===== src/rtl/dma_req_pkg.sv =====
package dma_req_pkg;
  typedef enum logic {
    TH_RUN = 1'b0,
    TH_REL = 1'b1
  } th_phase_t;
endpackage


===== src/rtl/dreq_rst_sync.sv =====
module dreq_rst_sync (
  input  logic clk,
  input  logic rst_n,
  output logic rst_sn
);
  logic [1:0] sync_q;

  always_ff @(posedge clk or negedge rst_n) begin
    if (!rst_n) sync_q <= 2'b00;
    else        sync_q <= {sync_q[0], 1'b1};
  end

  assign rst_sn = sync_q[1];
endmodule


===== src/rtl/dreq_word_ctr.sv =====
module dreq_word_ctr #(
  parameter int WCNT_W = 12
) (
  input  logic              clk,
  input  logic              rst_n,
  input  logic              load,
  input  logic [WCNT_W-1:0] len,
  input  logic              dec,
  output logic [WCNT_W-1:0] count,
  output logic              busy,
  output logic              multi
);
  logic [WCNT_W-1:0] cnt_q, cnt_d;
  logic              cnt_en;

  always_comb begin
    cnt_d  = cnt_q;
    cnt_en = load | dec;
    if (load)     cnt_d = len;
    else if (dec) cnt_d = cnt_q - WCNT_W'(1);
  end

  always_ff @(posedge clk or negedge rst_n) begin
    if (!rst_n)      cnt_q <= '0;
    else if (cnt_en) cnt_q <= cnt_d;
  end

  assign count = cnt_q;
  assign busy  = (cnt_q != '0);
  assign multi = (cnt_q > WCNT_W'(1));
endmodule


===== src/rtl/dreq_throttle.sv =====
module dreq_throttle
  import dma_req_pkg::*;
#(
  parameter int ACTIVE_CYC  = 560,
  parameter int RELEASE_CYC = 26
) (
  input  logic clk,
  input  logic rst_n,
  input  logic en,
  input  logic restart,
  input  logic want,
  output logic gate,
  output logic in_rel
);
  localparam int MAXC = (ACTIVE_CYC > RELEASE_CYC) ? ACTIVE_CYC : RELEASE_CYC;
  localparam int CW   = $clog2(MAXC + 1);
  localparam logic [CW-1:0] ACT_LAST = CW'(ACTIVE_CYC - 1);
  localparam logic [CW-1:0] REL_LAST = CW'(RELEASE_CYC - 1);

  th_phase_t     ph_q, ph_d;
  logic [CW-1:0] cnt_q, cnt_d;
  logic          upd;

  always_comb begin
    ph_d  = ph_q;
    cnt_d = cnt_q;
    upd   = 1'b0;
    if (restart) begin
      upd   = 1'b1;
      ph_d  = TH_RUN;
      cnt_d = '0;
    end else if (ph_q == TH_RUN) begin
      if (en && want) begin
        upd = 1'b1;
        if (cnt_q == ACT_LAST) begin
          ph_d  = TH_REL;
          cnt_d = '0;
        end else begin
          cnt_d = cnt_q + CW'(1);
        end
      end
    end else begin
      upd = 1'b1;
      if (!en || cnt_q == REL_LAST) begin
        ph_d  = TH_RUN;
        cnt_d = '0;
      end else begin
        cnt_d = cnt_q + CW'(1);
      end
    end
  end

  always_ff @(posedge clk or negedge rst_n) begin
    if (!rst_n) begin
      ph_q  <= TH_RUN;
      cnt_q <= '0;
    end else if (upd) begin
      ph_q  <= ph_d;
      cnt_q <= cnt_d;
    end
  end

  assign in_rel = (ph_q == TH_REL);
  assign gate   = in_rel & en;
endmodule


===== src/rtl/dma_req_gen.sv =====
module dma_req_gen #(
  parameter int WCNT_W      = 12,
  parameter int ACTIVE_CYC  = 560,
  parameter int RELEASE_CYC = 26
) (
  input  logic              clk,
  input  logic              rst_n,
  input  logic              frame_rdy,
  input  logic [WCNT_W-1:0] frame_words,
  input  logic              burst_lim_en,
  input  logic              dma_ack,
  input  logic              dma_rd,
  output logic              dma_req
);
  logic              rst_sn;
  logic [WCNT_W-1:0] words_left;
  logic              busy, multi, accept, word_move;
  logic              gate, rel_phase;

  dreq_rst_sync u_rst (
    .clk    (clk),
    .rst_n  (rst_n),
    .rst_sn (rst_sn)
  );

  assign accept    = frame_rdy & ~busy & (frame_words != '0);
  assign word_move = busy & dma_ack & dma_rd;

  dreq_word_ctr #(.WCNT_W(WCNT_W)) u_words (
    .clk   (clk),
    .rst_n (rst_sn),
    .load  (accept),
    .len   (frame_words),
    .dec   (word_move),
    .count (words_left),
    .busy  (busy),
    .multi (multi)
  );

  dreq_throttle #(
    .ACTIVE_CYC  (ACTIVE_CYC),
    .RELEASE_CYC (RELEASE_CYC)
  ) u_thr (
    .clk     (clk),
    .rst_n   (rst_sn),
    .en      (burst_lim_en),
    .restart (accept),
    .want    (multi),
    .gate    (gate),
    .in_rel  (rel_phase)
  );

  assign dma_req = multi & ~gate;
endmodule


===== config.mk =====
export PLATFORM = sky130hd
export DESIGN_NAME = dma_req_gen
export DESIGN_NICKNAME = d
export VERILOG_FILES = /design/src/rtl/dma_req_pkg.sv /design/src/rtl/dreq_rst_sync.sv /design/src/rtl/dreq_word_ctr.sv /design/src/rtl/dreq_throttle.sv /design/src/rtl/dma_req_gen.sv
export SDC_FILE = /design/constraint.sdc
export NUM_CORES = 1
export LEC_CHECK = 0
export BUFFER_PORTS_ARGS = -buffer_cell sky130_fd_sc_hd__buf_2
export CELL_PAD_IN_SITES_DETAIL_PLACEMENT = 1
export CELL_PAD_IN_SITES_GLOBAL_PLACEMENT = 1
export CORE_ASPECT_RATIO = 1.1
export CORE_MARGIN = 4
export CORE_UTILIZATION = 44
export DETAILED_ROUTE_END_ITERATION = 8
export HOLD_SLACK_MARGIN = 0.15
export PLACE_DENSITY_LB_ADDON = 0.3
export SLEW_MARGIN = 20
export SYNTH_ARGS = -nofsm -noshare
export SYNTH_HDL_FRONTEND = slang
export SYNTH_SLANG_ARGS = --single-unit

===== constraint.sdc =====
create_clock -name clk -period 1.9 [get_ports clk]
set_clock_uncertainty 0.05 [all_clocks]
set_input_delay 0.38 -clock clk [delete_from_list [all_inputs] [get_ports clk]]
set_output_delay 0.38 -clock clk [all_outputs]
set_load 0.005 [all_outputs]

==> impl_metrics.csv <==
group,metric,value,unit
sta,tightest_slew,684,ps
cells_and_area,nets,293,
critical_path,r2r-start,"u_words.count[0]",
synthesis,synth_edf_count,0,
placed_design,place_hpwl,4710,um
floorplan,die_w,66.4,um
floorplan,rows,23,
sta,slew_violations,0,
critical_path,cp.required,2050,ps
synthesis,yosysMostFrequentCell,"dfrtp_1",
cells_and_area,nFillCells,406,
global_routing,grt_pass1_wl,12800,um
critical_path,worstSetupStartpointType,"register",
job,maxCapViolCount,0,
global_routing,antenna_found_initial,0,
synthesis,synth_flop_cell,"dfrtp_1",
placed_design,place_congestion,0.941,
sta,hold_viol,0,
floorplan,io_pins,19,
placed_design,port_buffers,18,
critical_path,crit_arrival,2370,ps
critical_path,cpMaxStageDelayCell,"or4_1",
synthesis,synthArstFlopShare,100,%
critical_path,cp-end-kind,"register",
synthesis,netlist.top_cell.by_area,"dfrtp_1",
clock_tree,clk_pin_slew,100,ps
clock_tree,cts_buffer_depth,2,
critical_path,rr_worst_depth,8,
power_and_ir_drop,leakage,1.11,nW
cells_and_area,final_util,69.9,%
synthesis,avgSynthCellArea,8.75,um2
critical_path,crit_type,"register to register",
cells_and_area,diodes,0,
routing,wl,9630,um
floorplan,initial_core_util,45.6,%
routing,detail_route.wl_per_cell,30.1,um
floorplan,fp.dieH,72.3,um
synthesis,synth_area_leaders,"dfrtp_1, nand2_1, a21oi_1",
power_and_ir_drop,ir_worst_vdd,0.791,mV
sta,period_minus_slack,2220,ps
clock_tree,h-tree-depth,1,
clock_tree,cts.sinks,25,
synthesis,synth_area,1650,um2
global_routing,grt.overflow.total,0,
sta,fin_ws,-319,ps
routing,routed_via_density,7.18,
critical_path,critical_path.max_stage_delay,550,ps
clock_tree,cts_tree,"yes",
critical_path,regToRegSetupSlack,-320,ps
synthesis,yosysUniqueCellTypes,48,
clock_tree,clk-insertion-delay-late,290,ps
routing,drcViolationCount,0,
routing,first_pass_iters,5,
critical_path,crit_path_start,"u_words.count[0]",
clock_tree,cts-root-buf,"clkbuf_8",
sta,rsz0062_at_grt,"true",
global_routing,grt_use_total,35.7,%
synthesis,syn-num-nets,211,
synthesis,synthesis.instances,189,
sta,final.period_utilization,117,%
critical_path,crit_family,"simple AND/OR/NAND/NOR gates",
sta,maxSlewHeadroom,54.0,%
status,violations,"setup timing",
synthesis,synth_top_area_share,37.9,%
status,status,"complete, but fails checks",
global_routing,grt_start_max_net_pins,24,
placed_design,dp_slack,-252,ps
critical_path,cp_num_buf_inv,2,
critical_path,path_cells,"buf_4 -> ha_1 -> nor2_4 -> or4_4 -> o22ai_2 -> buf_12 -> or4_1 -> a31oi_1",
floorplan,core_region_area,3630,um2
critical_path,critPathMaxFanout,13,
clock_tree,cts_buffers,3,
critical_path,timing.rr.end,"u_thr.cnt_q[7]",
global_routing,grt_pass1_vias,2426,
sta,finalSetupViolations,23,
sta,fmaxAchievable,0.451,GHz
cells_and_area,drive_above_1_share,50.4,%
critical_path,cp.depth,8,
hold_path,hp-class,"register to async pin",
routing,vias,2298,
synthesis,yosys-top-cells-count,"dfrtp_1, nand2_1, nor2_1",
synthesis,yosys_warnings,0,
synthesis,ys_ff_latch,25,
critical_path,critPathCapture,"u_thr.cnt_q[7]",
floorplan,dieArea,4800,um2
power_and_ir_drop,p_per_area,1390,nW/um2
routing,first_iter_violations,253,
synthesis,seq_area_frac_synth,37.9,%
cells_and_area,syn_to_final_growth,53.4,%
routing,drtAntennaViolNets,0,
state kept, by name, indices dropped and copies added, names as in the netlist:
| signal | count |
|---|---|
| u_rst.sync_q | 2 |
| u_thr.cnt_q | 10 |
| u_thr.in_rel | 1 |
| u_words.count | 12 |
per-stage QoR:
step | hold slack, ps | instances | setup TNS, ps | total power, W | instance area, um2
6_report | 220 | 320 | -4620 | 0.00352 | 2530
5_1_grt | 248 | 320 | -5720 | 0.00362 | 2530
4_1_cts | 205 | 319 | -1990 | 0.00306 | 2440
3_5_place_dp | 124 | 305 | -3870 | 0.00245 | 2180
3_3_place_gp | 115 | 305 | -1220 | 0.00229 | 2180
2_1_floorplan | 34.4 | 189 | -170 | 0.00164 | 1660
worst min-delay path by stage:
| stage | cells past startpoint | slack, ps | startpoint | to |
|---|---|---|---|---|
| final | 1 | 220 | u_rst.sync_q[1] | u_thr.cnt_q[8] |
| after global routing | 1 | 250 | u_rst.sync_q[1] | u_thr.cnt_q[8] |
| after CTS | 1 | 210 | u_rst.sync_q[1] | u_thr.cnt_q[7] |
| after detailed placement | 1 | 120 | rst_n | u_rst.sync_q[1] |
| after global placement | 1 | 120 | rst_n | u_rst.sync_q[0] |
| after floorplan | 0 | 30 | rst_n | u_rst.sync_q[0] |
repair_timing:
action / CTS / global route
pin swaps: 19 / 10
hold endpoints to repair: 2 / 0
resized for setup: 43 / 23
hold buffers: 1 / 0
setup endpoints to repair: 22 / 24
buffers inserted: 10 / 1
kinds of logic after synthesis:
kind of cell	count (synthesis)	share of synthesized area, %
compound gates	51	21.7
fa+ha+maj	4	3.03
buf+inv	9	3.18
flops	25	37.9
mux	1	0.606
other cells	1	0.227
simple gates	98	33.4
worst reg2reg max path: cells and delay by family (launching register included):
| kind | cells | cell delay [ps] |
|---|---|---|
| compound gates | 2 | 280 |
| flops | 1 | 450 |
| buf+inv | 2 | 320 |
| simple gates | 3 | 810 |
| fa+ha+maj | 1 | 230 |
layout by cell type, fill, tap and decap left out, types with 3 or more instances in the layout:
cell      netlist  routed
buf_4           1      58
dfrtp_1        25      23
nand2_1        23      20
buf_2           0      18
nor2_1         16      12
a21oi_1        14       7
a21oi_2         1       7
nor3_1         10       6
a31oi_1         6       6
nand3_1         8       5
o21ai_1         0       5
or3_1           7       5
nor3_4          0       4
nor2_4          0       4
or4_4           1       4
nand4b_1        4       4
nor4_1          5       4
o21ai_2         0       4
a221o_1         4       4
inv_1           5       3
nand3_2         0       3
o21ai_0        12       3
or4_1           6       3
ha_1            4       3
clkbuf_8        0       3
buf_6           2       3
area by class of cell:
type	count	area [um2]	area share, %
Timing Repair Buffer	81	589	23.2
Sequential cell	25	628	24.8
Clock buffer	4	45.0	1.78
Tap cell	50	62.6	2.47
Inverter	5	18.8	0.740
Multi-Input combinational cell	155	1190	47.0
routing by layer:
metal,global-route usage [%],routed length [um],up-vias,share of wire (%)
met2,62.8,4660,213,48
li1,-,-,884,-
met1,39.4,3390,1114,35
met3,6.81,748,87,7.8
met5,0,0,-,0
met4,21.2,837,0,8.7
report_power, final:
part           internal (W)  total, W  switching [W]
Clock              0.000151  0.000345       0.000194
Sequential         0.000710  0.000975       0.000265
Combinational       0.00102   0.00220        0.00117
No activity file was read; power rests on OpenSTA's default activity.
